<file path="config.mk">
export PLATFORM = sky130hd
export DESIGN_NAME = rxcr_ctrl
export DESIGN_NICKNAME = d
export VERILOG_FILES = /design/src/rtl/rxcr_pkg.sv /design/src/rtl/rxcr_event_split.sv /design/src/rtl/rxcr_class_engine.sv /design/src/rtl/rxcr_ctrl.sv
export SDC_FILE = /design/constraint.sdc
export NUM_CORES = 1
export LEC_CHECK = 0
export BUFFER_PORTS_ARGS = -buffer_cell sky130_fd_sc_hd__buf_2
export CAP_MARGIN = 15
export CELL_PAD_IN_SITES_DETAIL_PLACEMENT = 1
export CELL_PAD_IN_SITES_GLOBAL_PLACEMENT = 1
export CORE_UTILIZATION = 35
export CTS_CLUSTER_DIAMETER = 150
export DETAILED_ROUTE_END_ITERATION = 16
export PLACE_DENSITY_LB_ADDON = 0.1
export SLEW_MARGIN = 10
export SYNTH_ARGS = -nofsm -noshare
export SYNTH_HDL_FRONTEND = slang
export SYNTH_SLANG_ARGS = --single-unit
export TNS_END_PERCENT = 20
</file>
<file path="constraint.sdc">
create_clock -name clk -period 6.5 [get_ports clk]
set_input_delay 0 -clock clk [delete_from_list [all_inputs] [get_ports clk]]
set_output_delay 0 -clock clk [all_outputs]
set_load 0.05 [all_outputs]
</file>
<file path="src/rtl/rxcr_pkg.sv">
package rxcr_pkg;

    localparam int unsigned NUM_CAT   = 3;
    localparam int unsigned HDR_MAX   = 3;
    localparam int unsigned DAT_MAX   = 15;
    localparam int unsigned HDR_CNT_W = 2;
    localparam int unsigned DAT_CNT_W = 4;

    typedef enum logic [1:0] {
        CAT_POSTED    = 2'd0,
        CAT_NONPOSTED = 2'd1,
        CAT_COMPL     = 2'd2,
        CAT_RSVD      = 2'd3
    } rxcr_cat_e;

    typedef enum logic [2:0] {
        ST_OFF  = 3'd0,
        ST_WAIT = 3'd1,
        ST_SEND = 3'd2,
        ST_LAST = 3'd3,
        ST_RUN  = 3'd4
    } rxcr_state_e;

    function automatic bit cat_selects(rxcr_cat_e cat, int unsigned idx);
        return (cat != CAT_RSVD) && (int'(cat) == int'(idx));
    endfunction

    function automatic int unsigned init_amount(int unsigned req, bit unlimited);
        if (unlimited) return 0;
        return (req == 0) ? 1 : req;
    endfunction

endpackage

</file>
<file path="src/rtl/rxcr_event_split.sv">
module rxcr_event_split
    import rxcr_pkg::*;
#(
    parameter int unsigned HW = 2,
    parameter int unsigned DW = 8
) (
    input  logic                          valid_i,
    input  logic [1:0]                    cat_i,
    input  logic [HW-1:0]                 hdr_i,
    input  logic [DW-1:0]                 dat_i,
    output logic [NUM_CAT-1:0][HW-1:0]    hdr_add_o,
    output logic [NUM_CAT-1:0][DW-1:0]    dat_add_o
);

    rxcr_cat_e cat;
    assign cat = rxcr_cat_e'(cat_i);

    always_comb begin
        for (int k = 0; k < NUM_CAT; k++) begin
            if (valid_i && cat_selects(cat, k)) begin
                hdr_add_o[k] = hdr_i;
                dat_add_o[k] = dat_i;
            end else begin
                hdr_add_o[k] = '0;
                dat_add_o[k] = '0;
            end
        end
    end

endmodule

</file>
<file path="src/rtl/rxcr_class_engine.sv">
module rxcr_class_engine
    import rxcr_pkg::*;
#(
    parameter int unsigned MAX_REL   = 3,
    parameter int unsigned CNT_W     = 2,
    parameter int unsigned ADD_W     = 2,
    parameter int unsigned ACC_W     = 12,
    parameter int unsigned INIT_CRED = 8,
    parameter bit          UNLIMITED = 1'b0
) (
    input  logic              clk,
    input  logic              rst,
    input  logic              ack_i,
    input  logic [ADD_W-1:0]  add_i,
    output logic              init_o,
    output logic              upd_o,
    output logic [CNT_W-1:0]  cnt_o
);

    localparam int unsigned INIT_EFF = init_amount(INIT_CRED, UNLIMITED);
    localparam logic [ACC_W-1:0] INIT_V = ACC_W'(INIT_EFF);
    localparam logic [ACC_W-1:0] MAX_V  = ACC_W'(MAX_REL);

    rxcr_state_e      state_q;
    logic [ACC_W-1:0] pend_q;
    logic             upd_q;
    logic [CNT_W-1:0] cnt_q;

    logic [ACC_W-1:0] rel;
    logic [ACC_W-1:0] rem;
    logic [ACC_W:0]   run_next;

    // Release at most the per-strobe maximum; the rest stays pending.
    assign rel      = (pend_q > MAX_V) ? MAX_V : pend_q;
    assign rem      = pend_q - rel;
    assign run_next = {1'b0, rem} + (ACC_W+1)'(add_i);

    always_ff @(posedge clk) begin
        if (rst) begin
            state_q <= ST_OFF;
            pend_q  <= '0;
            upd_q   <= 1'b0;
            cnt_q   <= '0;
        end else begin
            case (state_q)
                ST_OFF: begin
                    state_q <= ST_WAIT;
                    pend_q  <= INIT_V;
                    upd_q   <= 1'b0;
                    cnt_q   <= '0;
                end
                ST_WAIT: begin
                    if (ack_i) begin
                        upd_q <= 1'b1;
                        if (UNLIMITED) begin
                            cnt_q   <= '0;
                            state_q <= ST_LAST;
                        end else begin
                            cnt_q   <= rel[CNT_W-1:0];
                            pend_q  <= rem;
                            state_q <= (rem == '0) ? ST_LAST : ST_SEND;
                        end
                    end else begin
                        upd_q <= 1'b0;
                        cnt_q <= '0;
                    end
                end
                ST_SEND: begin
                    upd_q   <= 1'b1;
                    cnt_q   <= rel[CNT_W-1:0];
                    pend_q  <= rem;
                    state_q <= (rem == '0) ? ST_LAST : ST_SEND;
                end
                ST_LAST: begin
                    upd_q   <= 1'b0;
                    cnt_q   <= '0;
                    state_q <= ST_RUN;
                end
                ST_RUN: begin
                    if (UNLIMITED) begin
                        upd_q <= 1'b0;
                        cnt_q <= '0;
                    end else begin
                        upd_q  <= (pend_q != '0);
                        cnt_q  <= rel[CNT_W-1:0];
                        pend_q <= run_next[ACC_W-1:0];
                    end
                end
                default: begin
                    state_q <= ST_OFF;
                    upd_q   <= 1'b0;
                    cnt_q   <= '0;
                end
            endcase
        end
    end

    assign init_o = (state_q == ST_WAIT) || (state_q == ST_SEND) || (state_q == ST_LAST);
    assign upd_o  = upd_q;
    assign cnt_o  = cnt_q;

    // reset silences the class
    p_reset_quiet_r1: assert property (@(posedge clk)
        rst |=> (!init_o && !upd_o && cnt_o == '0));

    // no strobe while waiting without acknowledge
    p_ack_gate_r3: assert property (@(posedge clk) disable iff (rst)
        (state_q == ST_WAIT && !ack_i) |=> !upd_o);

    // init drops right after the last init strobe
    p_init_fall_r5: assert property (@(posedge clk) disable iff (rst)
        $fell(init_o) |-> $past(upd_o));

    // pending balance never wraps
    p_no_overflow_r10: assert property (@(posedge clk) disable iff (rst)
        (state_q == ST_RUN && !UNLIMITED) |-> !run_next[ACC_W]);

    generate
        if (UNLIMITED) begin : g_unl
            // unlimited class is silent after init
            p_unl_quiet_r6: assert property (@(posedge clk) disable iff (rst)
                !init_o |-> !upd_o);
        end else begin : g_fin
            // no empty strobe after init
            p_run_nonzero_r11: assert property (@(posedge clk) disable iff (rst)
                (!init_o && upd_o) |-> (cnt_o != '0));
            // a large balance is released at the maximum
            p_full_first_r9: assert property (@(posedge clk) disable iff (rst)
                (state_q == ST_RUN && pend_q > MAX_V) |=>
                    (upd_o && cnt_o == CNT_W'(MAX_REL)));
        end
    endgenerate

endmodule

</file>
<file path="src/rtl/rxcr_ctrl.sv">
module rxcr_ctrl
    import rxcr_pkg::*;
#(
    parameter int unsigned HDR_EV_W     = 2,
    parameter int unsigned DAT_EV_W     = 8,
    parameter int unsigned HDR_ACC_W    = 10,
    parameter int unsigned DAT_ACC_W    = 14,
    parameter int unsigned P_HDR_INIT   = 16,
    parameter int unsigned NP_HDR_INIT  = 8,
    parameter int unsigned CPL_HDR_INIT = 32,
    parameter int unsigned P_DAT_INIT   = 64,
    parameter int unsigned NP_DAT_INIT  = 16,
    parameter int unsigned CPL_DAT_INIT = 128,
    parameter logic [2:0]  HDR_UNL      = 3'b000,
    parameter logic [2:0]  DAT_UNL      = 3'b000
) (
    input  logic                 clk,
    input  logic                 rst,
    input  logic                 ev_valid_i,
    input  logic [1:0]           ev_cat_i,
    input  logic [HDR_EV_W-1:0]  ev_hdr_i,
    input  logic [DAT_EV_W-1:0]  ev_dat_i,
    input  logic [2:0]           hdr_ack_i,
    input  logic [2:0]           dat_ack_i,
    output logic [2:0]           hdr_init_o,
    output logic [2:0]           hdr_upd_o,
    output logic [5:0]           hdr_cnt_o,
    output logic [2:0]           dat_init_o,
    output logic [2:0]           dat_upd_o,
    output logic [11:0]          dat_cnt_o
);

    localparam int unsigned HDR_INIT_A [NUM_CAT] = '{P_HDR_INIT, NP_HDR_INIT, CPL_HDR_INIT};
    localparam int unsigned DAT_INIT_A [NUM_CAT] = '{P_DAT_INIT, NP_DAT_INIT, CPL_DAT_INIT};

    logic [NUM_CAT-1:0][HDR_EV_W-1:0] hdr_add;
    logic [NUM_CAT-1:0][DAT_EV_W-1:0] dat_add;

    rxcr_event_split #(
        .HW (HDR_EV_W),
        .DW (DAT_EV_W)
    ) u_split (
        .valid_i   (ev_valid_i),
        .cat_i     (ev_cat_i),
        .hdr_i     (ev_hdr_i),
        .dat_i     (ev_dat_i),
        .hdr_add_o (hdr_add),
        .dat_add_o (dat_add)
    );

    generate
        for (genvar g = 0; g < NUM_CAT; g++) begin : g_cat
            rxcr_class_engine #(
                .MAX_REL   (HDR_MAX),
                .CNT_W     (HDR_CNT_W),
                .ADD_W     (HDR_EV_W),
                .ACC_W     (HDR_ACC_W),
                .INIT_CRED (HDR_INIT_A[g]),
                .UNLIMITED (HDR_UNL[g])
            ) u_hdr (
                .clk    (clk),
                .rst    (rst),
                .ack_i  (hdr_ack_i[g]),
                .add_i  (hdr_add[g]),
                .init_o (hdr_init_o[g]),
                .upd_o  (hdr_upd_o[g]),
                .cnt_o  (hdr_cnt_o[HDR_CNT_W*g +: HDR_CNT_W])
            );

            rxcr_class_engine #(
                .MAX_REL   (DAT_MAX),
                .CNT_W     (DAT_CNT_W),
                .ADD_W     (DAT_EV_W),
                .ACC_W     (DAT_ACC_W),
                .INIT_CRED (DAT_INIT_A[g]),
                .UNLIMITED (DAT_UNL[g])
            ) u_dat (
                .clk    (clk),
                .rst    (rst),
                .ack_i  (dat_ack_i[g]),
                .add_i  (dat_add[g]),
                .init_o (dat_init_o[g]),
                .upd_o  (dat_upd_o[g]),
                .cnt_o  (dat_cnt_o[DAT_CNT_W*g +: DAT_CNT_W])
            );
        end
    endgenerate

endmodule

</file>
---- Yosys cells after proc, flatten, opt, wreduce, memory -nomap -nowiden ----
Cells that the tools add are included.
Widths: inputs -> output; s select.
cells by class
  bitwise operators ....................... 6
  reduce and logical (&&, ||, !) cells .... 61
  muxes and demuxes ....................... 66
  order comparisons ....................... 6
  eq/ne operators ......................... 33
  add/sub/neg operators ................... 12
operators by type and width
  kind                 count
  $pmux 14 s4          3
  $pmux 10 s4          3
  $pmux 3 s5           6
  $mux 14              6
  $mux 10              6
  $add 14x8->14        3
  $gt 14x4->1 const B  3
  $logic_not 14->1     3
  $reduce_bool 14->1   3
  $sub 14x14->14       3
  $eq 3x2->1 const B   12
  $add 10x2->10        3
  $gt 10x2->1 const B  3
  $logic_not 10->1     3
  $reduce_bool 10->1   3
  $sub 10x10->10       3
  $mux 8               3
  $pmux 4 s2           3
  $reduce_and 2->1     12
  $reduce_bool 4->1    6
  $eq 3x1->1 const B   6
  $eq 3x3->1 const B   6
  $logic_not 3->1      6
  $mux 3               6
  12 further kinds     70
word-level totals
  word-level logic and storage cells ...... 208
  input bits .............................. 21
  output and inout port bits .............. 30
  flip-flop bits (word level) ............. 114

---- Depth between registers and ports, before layout ----
  word-level depth ........................ 7
  depth in mapped cells ................... 19
  mapped depth without buffers ............ 16

---- Cells and area by module ----
Synthesis repeated with hierarchy kept, for this count alone.
second synthesis, totals
  cell total of the unflattened synthesis .. 1298
  area total of the unflattened synthesis .. 10019.6 um^2
by module, submodules not included
  module                              seq. area each (um^2)  instances  area each (um^2)  cells each
  rxcr_class_engine (g_cat[1].u_dat)  440.4                  1          1998.2            253
  rxcr_class_engine (g_cat[2].u_dat)  440.4                  1          1956.9            259
  rxcr_class_engine (g_cat[0].u_dat)  440.4                  1          1863.0            241
  rxcr_class_engine (g_cat[0].u_hdr)  320.3                  1          1343.8            174
  rxcr_class_engine (g_cat[2].u_hdr)  320.3                  1          1333.8            180
  rxcr_class_engine (g_cat[1].u_hdr)  320.3                  1          1173.6            152
  rxcr_event_split                    0.0                    1          350.3             39

---- Least setup slack after synthesis ----
Ideal clock, no wire load.
  path kind ............................... register -> register
  from .................................... register g_cat[0].u_dat.pend_q[10]
  to ...................................... register g_cat[0].u_dat.pend_q[13]
  data required time ...................... 6421 ps
  library setup time ...................... 79 ps
  path buffers ............................ 0
  path slack .............................. 2774 ps
  stages on the path, launching flop included .. 15
  data arrival time ....................... 3647 ps
  clock period less this slack ............ 3726 ps
  cells stage by stage .................... dfxtp_1 > or3_1 > nor2_1 > and2_1 > nor2_1 > inv_1 > ha_1 > or4b_1 > o211a_1 > nor2b_1 > nor2_1 > or3_1 > or2_1 > or4b_1 > o211ai_1
on the way
  word-level cells in the longest chain between the ends .. 5
  elaborated cells between the ends (all ways) .. 6
  classes of those cells .................. 2 x add/sub; 1 x order compare; 3 x mux
ends and longest elaborated chain
  item                                      line                                              source
  start, declared                           rxcr_class_engine.sv:25                           logic [ACC_W-1:0] pend_q;
  start signal, assigned                    rxcr_class_engine.sv:60                           pend_q <= rem;
  start signal, assigned                    rxcr_class_engine.sv:71                           pend_q <= rem;
  start signal, assigned                    rxcr_class_engine.sv:86                           pend_q <= run_next[ACC_W-1:0];
  $gt 14x4->1                               rxcr_class_engine.sv:34                           assign rel = (pend_q > MAX_V) ? MAX_V : pend_q;
  $mux 14                                   rxcr_class_engine.sv:34
  $sub 14x14->14 (*)                        rxcr_class_engine.sv:35                           assign rem = pend_q - rel;
  $add 14x8->14 or $mux 14 (tied branches)  rxcr_class_engine.sv:36, rxcr_class_engine.sv:53
  $pmux 14 s4 (*)                           rxcr_class_engine.sv:45                           case (state_q)
Mark *: on every way between the ends. The rest lies on a longest branch, timed or not. The select of a mux whose other input is x is not followed.
A chain may end at the register's enable or synchronous reset.

---- Worst setup path after layout ----
  from .................................... register g_cat[1].u_dat.pend_q[7]
  to ...................................... register g_cat[1].u_dat.pend_q[8]
on the way
  word-level cells in the longest chain between the ends .. 5
  elaborated cells between the ends (all ways) .. 6
  classes of those cells .................. 2 x add/sub; 1 x order compare; 3 x mux
ends and longest elaborated chain
  item                                      line
  start, declared                           rxcr_class_engine.sv:25
  start signal, assigned                    rxcr_class_engine.sv:60
  start signal, assigned                    rxcr_class_engine.sv:71
  start signal, assigned                    rxcr_class_engine.sv:86
  $gt 14x4->1                               rxcr_class_engine.sv:34
  $mux 14                                   rxcr_class_engine.sv:34
  $sub 14x14->14 (*)                        rxcr_class_engine.sv:35
  $add 14x8->14 or $mux 14 (tied branches)  rxcr_class_engine.sv:36, rxcr_class_engine.sv:53
  $pmux 14 s4 (*)                           rxcr_class_engine.sv:45
Marked as above.

==> impl_metrics.json <==
{
  "powerDensity_mw_per_mm2": 464,
  "drt_iter0_markers": 446,
  "ctsResizeCount": 0,
  "max_freq_ghz": 0.238,
  "n_antenna_cell": 0,
  "routed_via_density": 5.72,
  "drc": 0,
  "hold_viol": 0,
  "leakage_nw": 4.07,
  "hold_path_class": "input pin to flop",
  "die_w_um": 163,
  "ioPinCount": 51,
  "clockBufferDepth": 2,
  "met3_usage_pct": 2.79,
  "row_count": 58,
  "finalSetupTns_ps": 0,
  "synth_area_per_cell_sq_um": 7.65,
  "via_count": 8752,
  "yosysSeqAreaShare_pct": 25.1,
  "cts_max_level": 4,
  "fin_crit_ps": 4210,
  "gr-total-overflow": 0,
  "drtPass1Iterations": 7,
  "synth_cells": 1190,
  "finish.utilization_pct": 40.0,
  "yosys-top-cells-area": "dfxtp_1, nor2_1, ha_1",
  "port_buffers": 50,
  "placed_cell_area_sq_mm": 0.00939,
  "worst_pin_slew_ps": 1100,
  "nNetsFinal": 1254,
  "final_area_sq_mm": 0.0101,
  "start_util_pct": 36.0,
  "grt_pass1_wl_mm": 46.9,
  "maxCapViolations": 0,
  "core-area_sq_mm": 0.0253,
  "fillers": 3089,
  "multi_input_area_sq_mm": 0.00624,
  "cts_tree": "built",
  "finalSetupViolCount": 0,
  "peakVddDrop_uv": 203,
  "critical_path_arrival_ps": 4500,
  "yosysWarnings": 0,
  "first_global_vias": 8992,
  "wl_per_cell_um": 18.6,
  "worstPathRequired_ps": 6790,
  "path_clk_slew_ps": 60,
  "r2r_slack_ps": 2290,
  "syn-num-nets": 1256,
  "globalRouteMet1Util_pct": 27.7,
  "clk_latency_ps": 430,
  "grt_max_degree": 71,
  "synth-edff-count": 0,
  "ant_nets": 0,
  "crit_fanout": 9,
  "post-route-period-util_pct": 64.8,
  "dp_hpwl_mm": 20.6,
  "clock_sinks": 114,
  "grt_use_met2_pct": 39.4,
  "numCtsBuffers": 17,
  "grt_setup_unrepaired": "false",
  "yosysUniqueCellTypes": 93,
  "slew_headroom_pct": 26.4,
  "drive_above_1_share_pct": 10.4,
  "synth-async-reset-ratio_pct": 0,
  "ys.flop_type": "dfxtp_1",
  "area_growth_pct": 11.2,
  "ys_seq_elements": 114,
  "worstSetupPathType": "flop to flop",
  "wl_mm": 28.5,
  "grt_usage_pct": 22.0,
  "skew_ps": 14.3,
  "dieArea_sq_mm": 0.0267,
  "gp_congestion": 0.822,
  "postCtsSetupBuffers": 0,
  "busiest_layer": "met2",
  "slew_viol_final": 0,
  "yosysTopAreaCell": "dfxtp_1",
  "die_y_um": 163,
  "synth_top_area_share_pct": 25.1,
  "synth_area_sq_mm": 0.00911,
  "root_buffer": "clkbuf_16",
  "start_kind": "flop",
  "status": "complete, no violations",
  "regArea_sq_mm": 0.00228,
  "antenna_found_initial": 0,
  "end_kind": "flop"
}
-- synth_stat cells, drive strengths merged, types with 33 or more instances --
cell type / n
nand2: 68
clkbuf: 62
ha: 39
o21ai: 44
and2: 33
nor3: 81
xnor2: 49
xor2: 37
a21oi: 78
dfxtp: 114
nor2: 161
inv: 45
-- final timing paths --
kind,startpoint,end,depth (start not counted)
max,g_cat[1].u_dat.pend_q[7]$_SDFFE_PP0P_,g_cat[1].u_dat.pend_q[8]$_SDFFE_PP0P_,16
max reg2reg,g_cat[1].u_dat.pend_q[7]$_SDFFE_PP0P_,g_cat[1].u_dat.pend_q[8]$_SDFFE_PP0P_,16
min,dat_ack_i[1],g_cat[1].u_dat.state_q[0]$_SDFFE_PP0P_,4
min reg2reg,g_cat[2].u_hdr.pend_q[0]$_SDFFE_PP0P_,g_cat[2].u_hdr.cnt_o[0]$_SDFF_PP0_,2
-- report_power, final --
part           switching [mW]  total (mW)  internal (mW)  leakage (nW)
Sequential              0.198        1.03          0.835         0.935
Clock                   0.360        1.10          0.744         0.324
Combinational            1.61        2.56          0.952          2.81
Total                    2.17        4.70           2.53          4.07
-- sequential cells by signal (all words and copies together) (netlist names) --
name and flops:
g_cat.u_dat.pend_q 42, g_cat.u_dat.state_q 9, g_cat.u_hdr.state_q 9, g_cat.u_hdr.cnt_o 6
g_cat.u_dat.cnt_o 12, g_cat.u_hdr.upd_o 3, g_cat.u_hdr.pend_q 30, g_cat.u_dat.upd_o 3
-- cell type report --
| type | instances | area share, % |
|---|---|---|
| multi-input combinational | 949 | 61.6 |
| sequential | 114 | 22.5 |
| clock buffer | 20 | 4.61 |
| tap | 330 | 4.08 |
| timing repair buffer | 61 | 3.46 |
| clock inverter | 10 | 2.03 |
| inverter | 45 | 1.67 |
-- per-layer routing --
layer  vias to the layer above  share of wire [%]
li1                       4325                  -
met1                      4314                 48
met2                        96                 49
met3                        17                2.1
met4                         0               0.95
met5                         -                  0
-- critical path, stage by stage (launching register included) --
cell	delay, ps
dfxtp_1	370
nor4_2	490
and3_1	370
nor2_1	110
inv_1	100
ha_1	350
nand2_1	150
xor2_1	190
ha_1	340
o21ai_0	100
a21oi_1	190
nor2_1	70
maj3_1	400
o31ai_2	410
xnor2_1	140
a222oi_1	230
nor2_1	70
-- layout by cell type (no fill, tap or decap), types with 19 or more instances in the layout --
cell      count
nor2_1      160
dfxtp_1     114
nor3_1       80
a21oi_1      78
nand2_1      68
xnor2_1      49
buf_2        49
inv_1        45
ha_1         39
o21ai_0      38
xor2_1       37
and2_1       33
a221oi_1     28
nor4_1       27
nand3_1      20
o21a_1       19
-- what timing repair did --
action	4_1_cts	5_1_grt
setup endpoints to repair	0	0
hold endpoints to repair	14	0
hold buffers	6	0
-- per-stage QoR --
stage / hold WS, ps / total power, mW / cells / setup WS [ps]
final: 27.7 / 4.70 / 1529 / 2290
after global routing: 67.8 / 5.07 / 1529 / 1980
after CTS: 21.6 / 4.73 / 1529 / 2320
after detailed placement: 317 / 3.58 / 1493 / 2330
after global placement: 324 / 3.55 / 1493 / 2460
after floorplan: 193 / 3.02 / 1190 / 2770
-- logic make-up after synthesis --
family                   count (synthesis)  synth area share (%)
AND/OR/NAND/NOR                        503                  28.6
AO/OA/AOI/OAI                          302                  23.5
buffers and inverters                  127                  6.48
flip-flops                             114                  25.1
XOR/XNOR                                86                  8.27
adder cells (fa/ha/maj)                 46                  6.79
multiplexers                            12                  1.39
(Power assumes the default switching activity.)
